$ cat src/rtl/chm_pkg.sv
package chm_pkg;
   // Source choice for one output channel, decoded from a 2-bit field.
   typedef enum logic [1:0] {
      SRC_SILENT = 2'b00,
      SRC_RIGHT  = 2'b01,
      SRC_LEFT   = 2'b10,
      SRC_MIX    = 2'b11
   } src_e;

   localparam int NUM_CH = 2;
   localparam int FIELD_W = 2;
endpackage

$ cat src/rtl/chm_source_sel.sv
module chm_source_sel
   import chm_pkg::*;
#(
   parameter int W = 24,
   parameter bit MIX_ROUND = 1'b0  // 0: floor average, 1: round half up
) (
   input  src_e                sel,
   input  logic signed [W-1:0] in_l,
   input  logic signed [W-1:0] in_r,
   output logic signed [W-1:0] y
);
   localparam int SUM_W = W + 1;

   logic signed [SUM_W-1:0] sum;
   logic signed [W-1:0]     mix;

   // A sum one bit wider than the samples cannot overflow.
   assign sum = {in_l[W-1], in_l} + {in_r[W-1], in_r};

   generate
      if (MIX_ROUND) begin : g_mix_round
         logic signed [SUM_W:0] sum_r;
         assign sum_r = {sum[SUM_W-1], sum} + {{SUM_W{1'b0}}, 1'b1};
         assign mix   = sum_r[W:1];
      end else begin : g_mix_floor
         // Dropping the LSB of a two's complement value is a floor divide.
         assign mix = sum[W:1];
      end
   endgenerate

   always_comb begin
      unique case (sel)
         SRC_SILENT: y = '0;
         SRC_RIGHT:  y = in_r;
         SRC_LEFT:   y = in_l;
         SRC_MIX:    y = mix;
         default:    y = '0;
      endcase
   end
endmodule

$ cat src/rtl/chm_gain_ramp.sv
module chm_gain_ramp #(
   parameter int GAIN_W = 8
) (
   input  logic              clk,
   input  logic              rst_n,
   input  logic              step_en,
   input  logic              mute,
   output logic [GAIN_W:0]   gain
);
   localparam logic [GAIN_W:0] FULL = {1'b1, {GAIN_W{1'b0}}};
   localparam logic [GAIN_W:0] ONE  = {{GAIN_W{1'b0}}, 1'b1};

   logic [GAIN_W:0] gain_q;
   logic [GAIN_W:0] gain_nxt;

   // Target follows the mute request sampled with each frame, so a
   // request change mid-ramp reverses the direction at once.
   always_comb begin
      gain_nxt = gain_q;
      if (step_en) begin
         if (mute) begin
            if (gain_q != '0) gain_nxt = gain_q - ONE;
         end else begin
            if (gain_q != FULL) gain_nxt = gain_q + ONE;
         end
      end
   end

   always_ff @(posedge clk) begin
      if (!rst_n) gain_q <= FULL;
      else        gain_q <= gain_nxt;
   end

   assign gain = gain_q;
endmodule

$ cat src/rtl/chm_gain_apply.sv
module chm_gain_apply #(
   parameter int W      = 24,
   parameter int GAIN_W = 8
) (
   input  logic                clk,
   input  logic                rst_n,
   input  logic                en,
   input  logic signed [W-1:0] x,
   input  logic [GAIN_W:0]     gain,
   output logic signed [W-1:0] y
);
   localparam int PROD_W = W + GAIN_W + 2;

   logic signed [GAIN_W+1:0] gain_s;
   logic signed [PROD_W-1:0] prod;
   logic signed [PROD_W-1:0] scaled;

   assign gain_s = $signed({1'b0, gain});
   assign prod   = PROD_W'(x) * PROD_W'(gain_s);
   // Arithmetic shift floors the result; gain of full scale is exact.
   assign scaled = prod >>> GAIN_W;

   always_ff @(posedge clk) begin
      if (!rst_n)  y <= '0;
      else if (en) y <= scaled[W-1:0];
   end
endmodule

$ cat src/rtl/chmap_softmute.sv
module chmap_softmute
   import chm_pkg::*;
#(
   parameter int W         = 24,
   parameter int GAIN_W    = 8,
   parameter bit MIX_ROUND = 1'b0
) (
   input  logic                clk,
   input  logic                rst_n,
   input  logic                in_valid,
   input  logic signed [W-1:0] in_left,
   input  logic signed [W-1:0] in_right,
   input  logic [3:0]          map_code,
   input  logic                mute_req,
   output logic                out_valid,
   output logic signed [W-1:0] out_left,
   output logic signed [W-1:0] out_right
);
   localparam int CODE_W = NUM_CH * FIELD_W;

   generate
      if (W < 4 || W > 32) begin : g_bad_width
         $error("chmap_softmute: W must lie in 4..32");
      end
      if (GAIN_W < 1 || GAIN_W > 12) begin : g_bad_gain
         $error("chmap_softmute: GAIN_W must lie in 1..12");
      end
      if (CODE_W != 4) begin : g_bad_code
         $error("chmap_softmute: mapping code width mismatch");
      end
   endgenerate

   logic [GAIN_W:0]     gain_q;
   logic [GAIN_W:0]     s1_gain;
   logic                s1_valid;
   logic signed [W-1:0] mapped [NUM_CH];
   logic signed [W-1:0] s1_smp [NUM_CH];
   logic signed [W-1:0] scaled [NUM_CH];

   chm_gain_ramp #(.GAIN_W(GAIN_W)) u_ramp (
      .clk     (clk),
      .rst_n   (rst_n),
      .step_en (in_valid),
      .mute    (mute_req),
      .gain    (gain_q)
   );

   // Stage 1: route per channel, capture frame and gain held for it.
   generate
      for (genvar ch = 0; ch < NUM_CH; ch++) begin : g_ch
         chm_source_sel #(.W(W), .MIX_ROUND(MIX_ROUND)) u_sel (
            .sel  (src_e'(map_code[FIELD_W*ch +: FIELD_W])),
            .in_l (in_left),
            .in_r (in_right),
            .y    (mapped[ch])
         );

         always_ff @(posedge clk) begin
            if (!rst_n)        s1_smp[ch] <= '0;
            else if (in_valid) s1_smp[ch] <= mapped[ch];
         end

         // Stage 2: soft-mute gain.
         chm_gain_apply #(.W(W), .GAIN_W(GAIN_W)) u_apply (
            .clk   (clk),
            .rst_n (rst_n),
            .en    (s1_valid),
            .x     (s1_smp[ch]),
            .gain  (s1_gain),
            .y     (scaled[ch])
         );
      end
   endgenerate

   always_ff @(posedge clk) begin
      if (!rst_n) begin
         s1_valid  <= 1'b0;
         s1_gain   <= '0;
         out_valid <= 1'b0;
      end else begin
         s1_valid  <= in_valid;
         out_valid <= s1_valid;
         if (in_valid) s1_gain <= gain_q;
      end
   end

   assign out_left  = scaled[0];
   assign out_right = scaled[1];
endmodule

$ cat config.mk
export PLATFORM = sky130hd
export DESIGN_NAME = chmap_softmute
export DESIGN_NICKNAME = d
export VERILOG_FILES = /design/src/rtl/chm_pkg.sv /design/src/rtl/chm_source_sel.sv /design/src/rtl/chm_gain_ramp.sv /design/src/rtl/chm_gain_apply.sv /design/src/rtl/chmap_softmute.sv
export SDC_FILE = /design/constraint.sdc
export NUM_CORES = 1
export LEC_CHECK = 0
export BUFFER_PORTS_ARGS = -buffer_cell sky130_fd_sc_hd__buf_2
export CAP_MARGIN = 25
export CORE_ASPECT_RATIO = 1.75
export CORE_MARGIN = 2
export CORE_UTILIZATION = 60
export DETAILED_ROUTE_END_ITERATION = 12
export HOLD_SLACK_MARGIN = 0.15
export PLACE_DENSITY = 0.76
export SETUP_SLACK_MARGIN = 0.3
export SLEW_MARGIN = 30
export SYNTH_ARGS = -nofsm -noshare
export SYNTH_HDL_FRONTEND = slang
export SYNTH_SLANG_ARGS = --single-unit
$ cat constraint.sdc
create_clock -name clk -period 7.3 [get_ports clk]
set_input_delay 1.095 -clock clk [delete_from_list [all_inputs] [get_ports clk]]
set_output_delay 1.095 -clock clk [all_outputs]
set_load 0.005 [all_outputs]
==> results.py, run 1 <==
metrics = {
    "cts": {
        "root_buffer": "clkbuf_16",
        "cts_resized": 0,
        "clkTransAtPathRegs_ps": 50,
        "htreeDepth": 4,
        "clk_latency_ps": 450,
        "hold_buffers": 0,
        "cts_tree": "done",
        "numCtsBuffers": 17,
        "clk_path_buf_depth": 2,
        "post_cts_buffers": 0,
        "clock_sinks": 116,
    },
    "outcome": {
        "status": "completed",
    },
    "routing": {
        "drtIter0Drc": 974,
        "routed_wirelength_um": 47900,
        "dr.pass1.iters": 5,
        "via_count": 15700,
        "wl_per_cell_um": 17.5,
        "ant_nets": 0,
        "viasPerCell": 5.71,
        "drc": 0,
    },
    "pwr": {
        "power_leakage_nw": 11.3,
        "power_density_nw_per_um2": 145,
        "p_total_mw": 3.13,
        "peakVddDrop_mv": 0.145,
    },
    "job": {
        "cap_violations": 0,
    },
    "synthesis": {
        "synth_top_family_by_area": "adder cells",
        "synth_cell_types": 67,
        "synth_area_leader_cell": "fa_1",
        "post_synth_instance_area_um2": 20300,
        "synth_xor_xnor_area_share": 0.0392,
        "synth_warnings": 0,
        "yosys.area_share.adder": 0.436,
        "synth_compound_area_frac": 0.0956,
        "synthTopCellsByCount": "inv_1 (383), fa_1 (342), nand2_1 (277), and2_1 (230), ha_1 (162)",
        "synthArstFlopShare": 0,
        "syn_inst": 2255,
        "synth-seq-cells": 116,
        "yosys-top-cells-area": "fa_1 (34%), ha_1 (10%), edfxtp_1 (7.1%)",
        "syn_avg_cell_area_um2": 9.02,
        "yosysSeqAreaShare": 0.138,
        "synth.mux.area_fraction": 0.0277,
        "synth_most_common_cell": "inv_1",
        "syn_nets": 2815,
        "synth_edf_count": 48,
        "yosys_most_used_dff": "dfxtp_1",
        "yosys.area_share.simple": 0.172,
        "synth_top_area_frac": 0.337,
    },
    "cells_and_area": {
        "final_cells": 2746,
        "fill_cells": 2738,
        "fin_area_um2": 21700,
        "regArea_um2": 2810,
        "area_growth_pct": 6.58,
        "antenna_cells": 0,
        "finalCoreUtilization": 0.647,
        "layout.nets": 2840,
        "layout-drive-gt1-share": 0.0816,
        "multi_input_area_um2": 15700,
    },
    "setup_path": {
        "reg2reg_slack_ps": 980,
        "crit_family": "adder cells",
        "cpPeakStageDelay_ps": 620,
        "path_cells": "buf_4 -> nand2_1 -> fa_1 -> inv_1 -> fa_1 -> fa_1 -> fa_1 -> inv_1 -> fa_1 -> inv_1 -> ha_1 -> nand3_1 -> nor4_1 -> a32oi_1 -> a211oi_1 -> a211oi_2 -> o211ai_1 -> a21oi_1 -> xnor2_1 -> o21ai_1",
        "endpoint_kind": "register",
        "crit_path_end": "g_ch[0].u_apply.y[23]",
        "critPathKind": "reg2reg",
        "cp_common_cell": "fa_1",
        "ff2ff_path_depth": 20,
        "required_ps": 7610,
        "arrival_ps": 6630,
        "rr_endpoint": "g_ch[0].u_apply.y[23]",
        "crit_slowest_cell": "a211oi_1",
        "worst-path-stages": 20,
        "r2r_start": "s1_gain[4]",
        "critPathLaunch": "s1_gain[4]",
        "critical_path_buf_inv_count": 4,
        "cp-start-kind": "register",
        "path_max_fanout": 24,
    },
    "timing": {
        "finClkSkew_ps": 12.1,
        "worst_slew_pin_slew_ps": 946,
        "max-slew-margin-rel": 0.370,
        "fin_tns_setup_ps": 0,
        "hold_viol": 0,
        "slew_viol_final": 0,
        "fmax_mhz": 158,
        "period_needed_ps": 6320,
        "grt_setup_unrepaired": "false",
        "setup-violations-final": 0,
        "post-route-period-util": 0.865,
    },
    "floorplan": {
        "die_x_um": 143,
        "start_util": 0.607,
        "core-area_um2": 33500,
        "rows": 89,
        "die_h_um": 248,
        "io_pins": 105,
        "die_area_um2": 35500,
    },
    "global_route": {
        "grt_max_degree": 56,
        "grt.overflow.total": 0,
        "grt_util_all_layers": 0.282,
        "antenna_found_initial": 0,
        "grt_pass1_wl_um": 78000,
        "grt_pass1_vias": 16500,
    },
    "placed_design": {
        "dp_hpwl_um": 37700,
        "placed_cells": 2716,
        "gp_congestion": 0.905,
        "port_buffers": 104,
        "placed_cell_area_um2": 21200,
    },
    "worst_hold_path": {
        "hp-class": "reg2reg",
    },
}
sequential cells by signal, indices dropped and copies added (netlist names):
name and cells:
g_ch.u_apply.y 48, s1_smp 48, s1_gain 9, u_ramp.gain 9
out_valid 1, s1_valid 1
how the worst min path moves through the flow:
stage | depth (start not counted) | endpoint | from | slack [ps]
detailed placement | 2 | g_ch[0].u_apply.y[15] | g_ch[0].u_apply.y[15] | 440
floorplan | 2 | g_ch[0].u_apply.y[23] | g_ch[0].u_apply.y[23] | 440
global route | 2 | g_ch[0].u_apply.y[23] | g_ch[0].u_apply.y[23] | 460
CTS | 2 | g_ch[0].u_apply.y[23] | g_ch[0].u_apply.y[23] | 440
global placement | 2 | g_ch[0].u_apply.y[11] | g_ch[0].u_apply.y[11] | 430
finish | 2 | g_ch[0].u_apply.y[23] | g_ch[0].u_apply.y[23] | 440
power breakdown:
group	internal, mW	switching, mW	total [mW]
registers	0.753	0.139	0.892
logic	0.619	0.866	1.48
clock network	0.457	0.301	0.758
total	1.83	1.31	3.13
cell type report:
cell class,count,area share
clock buffers,22,0.0205
clock inverters,8,0.00300
inverters,383,0.0663
multi-input cells,1642,0.723
flip-flops and latches,116,0.129
well taps,455,0.0263
repair buffers,120,0.0313
through the flow:
step | setup WS, ps | hold WS, ps
floorplan | 1650 | 442
global placement | 1340 | 432
detailed placement | 1130 | 436
CTS | 1120 | 444
global route | 700 | 460
finish | 985 | 439
worst min-delay path, delay by kind of cell, from the launching register on:
family           cells  cell delay [ps]
AO/OA/AOI/OAI        1               50
AND/OR/NAND/NOR      1               50
flip-flops           1              300
placed cells by master (no fill, tap or decap), types with 7 or more instances in the layout:
cell type  netlist  layout
nand2b_1        13      12
o21ai_0         55      55
mux2_2          18      18
inv_1          383     383
clkbuf_16        0      17
edfxtp_1        48      48
a21oi_1         84      84
nand4_1          8       8
nand3_1         21      21
a211oi_1        10      10
mux2i_1         35      35
o21a_1           7       7
nor2b_1         49      49
nor2_1          60      60
buf_4            0      13
and2_1         230     230
a21o_1          32      32
fa_1           342     342
dfxtp_1         68      65
nand2_1        277     277
xor2_1          37      37
xnor2_1         54      54
nor3_1          19      19
a31oi_1          8       8
ha_1           162     162
clkinv_2         0       7
a22oi_1         27      27
buf_2            1     104
cell families after synthesis:
kind of cell               Yosys count
and+or+nand+nor                    699
adders and majority gates          504
buffers and inverters              497
AOI/OAI and AO/OA                  294
DFF                                116
xor gates and xnor gates            91
muxes                               54
per-layer routing:
layer | vias up | track usage | share of wire
met5 | - | 0 | 0
met4 | 0 | 0.138 | 0.044
met3 | 125 | 0.0363 | 0.044
met2 | 499 | 0.526 | 0.53
met1 | 7911 | 0.312 | 0.38
li1 | 7133 | - | -
Note: power is estimated with default switching activity, not from simulation.
==> run 2, diff against run 1 <==
--- a/config.mk
+++ b/config.mk
@@ -7,12 +7,14 @@
 export LEC_CHECK = 0
 export BUFFER_PORTS_ARGS = -buffer_cell sky130_fd_sc_hd__buf_2
 export CAP_MARGIN = 25
+export CELL_PAD_IN_SITES_DETAIL_PLACEMENT = 0
+export CELL_PAD_IN_SITES_GLOBAL_PLACEMENT = 1
 export CORE_ASPECT_RATIO = 1.75
 export CORE_MARGIN = 2
-export CORE_UTILIZATION = 60
+export CORE_UTILIZATION = 50
 export DETAILED_ROUTE_END_ITERATION = 12
 export HOLD_SLACK_MARGIN = 0.15
-export PLACE_DENSITY = 0.76
+export PLACE_DENSITY = 0.81
 export SETUP_SLACK_MARGIN = 0.3
 export SLEW_MARGIN = 30
 export SYNTH_ARGS = -nofsm -noshare
==> constraint.sdc (replaced) <==
create_clock -name clk -period 7.3 [get_ports clk]
set_input_delay 1.095 -clock clk [delete_from_list [all_inputs] [get_ports clk]]
set_output_delay 1.095 -clock clk [all_outputs]
set_load 0.02 [all_outputs]
==> results.py, run 2 (synthesized netlist as in run 1, its figures left out) <==
metrics = {
    "outcome": {
        "status": "completed",
    },
    "cts": {
        "htreeDepth": 4,
        "root_buffer": "clkbuf_16",
        "clk_path_buf_depth": 2,
        "numCtsBuffers": 17,
        "clk_latency_ps": 460,
        "clkTransAtPathRegs_ps": 60,
        "post_cts_buffers": 0,
        "cts_resized": 0,
        "cts_tree": "done",
        "hold_buffers": 0,
        "clock_sinks": 116,
    },
    "timing": {
        "finClkSkew_ps": 12.1,
        "period_needed_ps": 6630,
        "hold_viol": 0,
        "whs_ps": 447,
        "grt_setup_unrepaired": "false",
        "setup-violations-final": 0,
        "fin_tns_setup_ps": 0,
        "slew_viol_final": 0,
        "max-slew-margin-rel": 0.353,
        "worst_slew_pin_slew_ps": 971,
        "fmax_mhz": 151,
        "post-route-period-util": 0.908,
    },
    "global_route": {
        "grt_pass1_wl_um": 82200,
        "grt_util_all_layers": 0.246,
        "grt_max_degree": 56,
        "antenna_found_initial": 0,
        "grt.overflow.total": 0,
        "grt_pass1_vias": 16700,
    },
    "routing": {
        "via_count": 15300,
        "drc": 0,
        "viasPerCell": 5.47,
        "ant_nets": 0,
        "dr.pass1.iters": 5,
        "routed_wirelength_um": 49000,
        "drtIter0Drc": 716,
        "wl_per_cell_um": 17.6,
    },
    "cells_and_area": {
        "area_growth_pct": 7.16,
        "antenna_cells": 0,
        "final_cell_mix": "inv_1 (383), fa_1 (342), nand2_1 (277)",
        "reg.largest.list": "g_ch.u_apply.y: 48 flops, s1_smp: 48 flops",
        "layout.nets": 2842,
        "layout_commonest_cell": "inv_1",
        "layout-drive-gt1-share": 0.0858,
    },
    "pwr": {
        "peakVddDrop_mv": 0.123,
        "power_density_nw_per_um2": 147,
        "power_leakage_nw": 11.4,
    },
    "setup_path": {
        "cp-start-kind": "register",
        "reg2reg_slack_ps": 670,
        "arrival_ps": 6950,
        "critPathKind": "reg2reg",
        "path_max_fanout": 26,
        "required_ps": 7620,
        "endpoint_kind": "register",
    },
    "worst_hold_path": {
        "hp-class": "reg2reg",
    },
    "placed_design": {
        "port_buffers": 104,
        "gp_congestion": 0.852,
        "dp_hpwl_um": 39000,
    },
    "job": {
        "cap_violations": 0,
    },
    "floorplan": {
        "die_area_um2": 42400,
        "start_util": 0.508,
        "io_pins": 105,
        "rows": 97,
        "core-area_um2": 40100,
        "die_x_um": 156,
        "die_h_um": 271,
    },
}
## run 2: cell types whose count changed in the layout (fill, tap and decap cells not counted), moves of 2 or more
cell      delta
buf_4        +3
clkinv_2     -4
clkbuf_1     -5
inv_4        +2
clkinv_4     +6
inv_6        +2
## run 2: where the power goes
part / switching [mW] / internal [mW] / leakage [nW]
Clock: 0.350 / 0.465 / 0.283
Sequential: 0.147 / 0.752 / 1.07
Combinational: 0.884 / 0.617 / 10.0
Total: 1.38 / 1.83 / 11.4
## run 2: final timing paths
check	startpoint	endpoint	cells past startpoint
worst max-delay path	s1_gain[4]	g_ch[0].u_apply.y[23]	20
worst min-delay path	g_ch[0].u_apply.y[9]	g_ch[0].u_apply.y[9]	2
worst max register to register	s1_gain[4]	g_ch[0].u_apply.y[23]	20
worst min register to register	g_ch[0].u_apply.y[9]	g_ch[0].u_apply.y[9]	2
## run 2: through the flow
stage	cells	setup WS, ps	utilization	power (mW)	cell area (um2)
floorplan	2255	1650	-	1.99	20300
global placement	2758	910	0.530	2.37	21200
detailed placement	2758	730	0.530	2.42	21200
CTS	2790	695	0.544	3.25	21800
global route	2790	350	0.544	3.50	21800
finish	2790	670	0.544	3.22	21800
## run 2: cell type report
type                    count  area [um2]
multi-input cells        1642       15700
fillers                  3680       18300
inverters                 383        1440
well taps                 495         619
clock inverters            13        97.6
flip-flops and latches    116        2810
repair buffers            122         696
clock buffers              19         464
## run 2: critical path, stage by stage, from the launching register on
cell       delay (ps)
dfxtp_1           910
buf_4             430
nand2_1           130
fa_1              550
inv_1              50
fa_1              440
fa_1              480
fa_1              490
inv_1              50
fa_1              470
inv_1              40
ha_1              350
a2111oi_0         450
o21ai_0           270
a21oi_1           240
a211oi_1          170
a211oi_2          360
o211ai_1          190
a21oi_1           200
xnor2_1           140
o21ai_1            70
## run 2: per-layer routing
layer | vias to the layer above | global-route usage | share of wire
met5 | - | 0 | 0
met4 | 0 | 0.0978 | 0.033
met3 | 92 | 0.0267 | 0.036
met2 | 376 | 0.459 | 0.54
met1 | 7665 | 0.284 | 0.39
li1 | 7133 | - | -
==> run 3, diff against run 2 <==
--- a/config.mk
+++ b/config.mk
@@ -5,13 +5,14 @@
 export SDC_FILE = /design/constraint.sdc
 export NUM_CORES = 1
 export LEC_CHECK = 0
+export ABC_AREA = 1
 export BUFFER_PORTS_ARGS = -buffer_cell sky130_fd_sc_hd__buf_2
 export CAP_MARGIN = 25
 export CELL_PAD_IN_SITES_DETAIL_PLACEMENT = 0
 export CELL_PAD_IN_SITES_GLOBAL_PLACEMENT = 1
 export CORE_ASPECT_RATIO = 1.75
 export CORE_MARGIN = 2
-export CORE_UTILIZATION = 50
+export CORE_UTILIZATION = 47
 export DETAILED_ROUTE_END_ITERATION = 12
 export HOLD_SLACK_MARGIN = 0.15
 export PLACE_DENSITY = 0.81
==> results.py, run 3 <==
metrics = {
    "outcome": {
        "status": "completed",
    },
    "pwr": {
        "power_switching_mw": 1.32,
        "sequentialPowerShare": 0.281,
        "power_density_nw_per_um2": 124,
        "power_leakage_nw": 15.3,
        "peakVddDrop_mv": 0.172,
        "p_clk_frac": 0.284,
        "p_comb_frac": 0.435,
        "sw_frac_of_total": 0.428,
        "internal_power_mw": 1.76,
    },
    "setup_path": {
        "endpoint_kind": "register",
        "critPathLaunch": "s1_gain[1]",
        "critical_path_buf_inv_count": 5,
        "path_max_fanout": 28,
        "required_ps": 7640,
        "arrival_ps": 6210,
        "critPathKind": "reg2reg",
        "path_cells": "buf_12 -> nand2_1 -> fa_1 -> inv_1 -> fa_1 -> inv_1 -> fa_1 -> fa_1 -> fa_1 -> inv_1 -> ha_1 -> nand2_1 -> nor2_1 -> nand2_1 -> nor4_1 -> nand2_1 -> nand3_1 -> nand3_1 -> nand2_1 -> inv_1",
        "cpPeakStageDelay_ps": 810,
        "crit_family": "adder cells",
        "cp-start-kind": "register",
        "r2r_start": "s1_gain[1]",
        "reg2reg_slack_ps": 1420,
        "crit_slowest_cell": "dfxtp_1",
    },
    "synthesis": {
        "yosys_most_used_dff": "dfxtp_1",
        "synth_cell_types": 46,
        "synth_warnings": 0,
        "syn_inst": 3386,
        "synth_area_leader_cell": "fa_1",
        "synth_top_area_frac": 0.295,
        "synthArstFlopShare": 0,
        "yosys-top-cells-area": "fa_1 (29%), nand2_1 (16%), inv_1 (15%)",
        "yosysSeqAreaShare": 0.121,
        "synth_most_common_cell": "nand2_1",
        "synth_edf_count": 48,
        "syn_nets": 3946,
        "synthTopCellsByCount": "nand2_1 (976), inv_1 (919), fa_1 (342), nor2_1 (181), ha_1 (162)",
        "syn_avg_cell_area_um2": 6.86,
        "synth-seq-cells": 116,
        "post_synth_instance_area_um2": 23200,
    },
    "routing": {
        "wl_per_cell_um": 16.8,
        "ant_nets": 0,
        "via_count": 20500,
        "drtIter0Drc": 1117,
        "viasPerCell": 5.05,
        "routed_wirelength_um": 68300,
        "drc": 0,
        "dr.pass1.iters": 6,
    },
    "cts": {
        "htreeDepth": 4,
        "post_cts_buffers": 0,
        "numCtsBuffers": 17,
        "clk_latency_ps": 440,
        "clkTransAtPathRegs_ps": 60,
        "root_buffer": "clkbuf_16",
        "cts_resized": 0,
        "hold_buffers": 0,
        "clock_sinks": 116,
        "clk_path_buf_depth": 2,
        "cts_tree": "done",
    },
    "floorplan": {
        "io_pins": 105,
        "core-area_um2": 48700,
        "start_util": 0.477,
        "rows": 107,
        "die_area_um2": 51300,
        "die_h_um": 298,
        "die_x_um": 172,
    },
    "cells_and_area": {
        "layout_commonest_cell": "nand2_1",
        "area_growth_pct": 6.82,
        "layout.nets": 3959,
        "final_cell_mix": "nand2_1 (975), inv_1 (918), fa_1 (342)",
        "antenna_cells": 0,
        "reg.largest.list": "g_ch.u_apply.y: 48 flops, s1_smp: 48 flops",
        "layout-drive-gt1-share": 0.0577,
    },
    "timing": {
        "period_needed_ps": 5880,
        "setup-violations-final": 0,
        "post-route-period-util": 0.805,
        "layout_setup_ws_ps": 1420,
        "fmax_mhz": 170,
        "slew_viol_final": 0,
        "grt_setup_unrepaired": "false",
        "fin_tns_setup_ps": 0,
        "hold_viol": 0,
        "finClkSkew_ps": 11.7,
        "worst_slew_pin_slew_ps": 949,
        "max-slew-margin-rel": 0.367,
    },
    "worst_hold_path": {
        "hp-class": "reg2reg",
        "min-delay-start": "g_ch[1].u_apply.y[0]",
    },
    "global_route": {
        "grt_pass1_wl_um": 111000,
        "grt.overflow.total": 0,
        "grt_pass1_vias": 21700,
        "grt_util_all_layers": 0.278,
        "antenna_found_initial": 0,
        "grt_max_degree": 90,
    },
    "placed_design": {
        "port_buffers": 104,
        "dp_hpwl_um": 55900,
        "place_ws_ps": 1510,
        "gp_congestion": 0.936,
    },
    "job": {
        "cap_violations": 0,
    },
}
-- run 3: cell families after synthesis --
kind of cell	share of synthesized area
xor+xnor	0.0124
simple gates	0.245
fa+ha+maj	0.382
buf+inv	0.171
compound gates	0.0687
flops	0.121
-- run 3: final cells by class --
type                            count  area, um2
Clock buffer                       22        464
Clock inverter                     10        133
Fill cell                        5000      23900
Inverter                          924       3470
Multi-Input combinational cell   2222      16500
Sequential cell                   116       2810
Tap cell                          654        818
Timing Repair Buffer              118        663
-- run 3: final timing paths --
| check | end | depth (start not counted) |
|---|---|---|
| worst min-delay path | g_ch[1].u_apply.y[0] | 2 |
| worst min register to register | g_ch[1].u_apply.y[0] | 2 |
| worst max-delay path | g_ch[0].u_apply.y[21] | 20 |
| worst max register to register | g_ch[0].u_apply.y[21] | 20 |
-- run 3: routing by layer --
metal	vias up	wire, um	track usage
li1	9993	-	-
met3	150	3300	0.0333
met2	623	35400	0.510
met1	9748	26800	0.322
met4	0	2740	0.116
met5	-	0	0
-- run 3: worst register-to-register path, delay by kind of cell (launching register included) --
kind	cells	cell delay, ps
AND/OR/NAND/NOR	9	1580
flip-flops	1	810
buffers and inverters	5	480
adder cells (fa/ha/maj)	6	2920
-- run 3: power by group through the flow --
stage,clock network (mW),registers (mW),logic (mW)
final,0.875,0.863,1.34
after global routing,0.918,0.871,1.54
after CTS,0.895,0.861,1.34
after detailed placement,0,0.875,1.34
after global placement,0,0.873,1.31
after floorplan,0,0.794,0.997
-- run 3: stage by stage --
stage / hold WS (ps) / cell area (um2) / util / power [mW] / instances
after detailed placement: 468 / 24200 / 0.497 / 2.21 / 4034
after global routing: 513 / 24800 / 0.509 / 3.33 / 4066
after global placement: 459 / 24200 / 0.497 / 2.18 / 4034
final: 476 / 24800 / 0.509 / 3.08 / 4066
after floorplan: 471 / 23200 / - / 1.79 / 3386
after CTS: 482 / 24800 / 0.509 / 3.10 / 4066
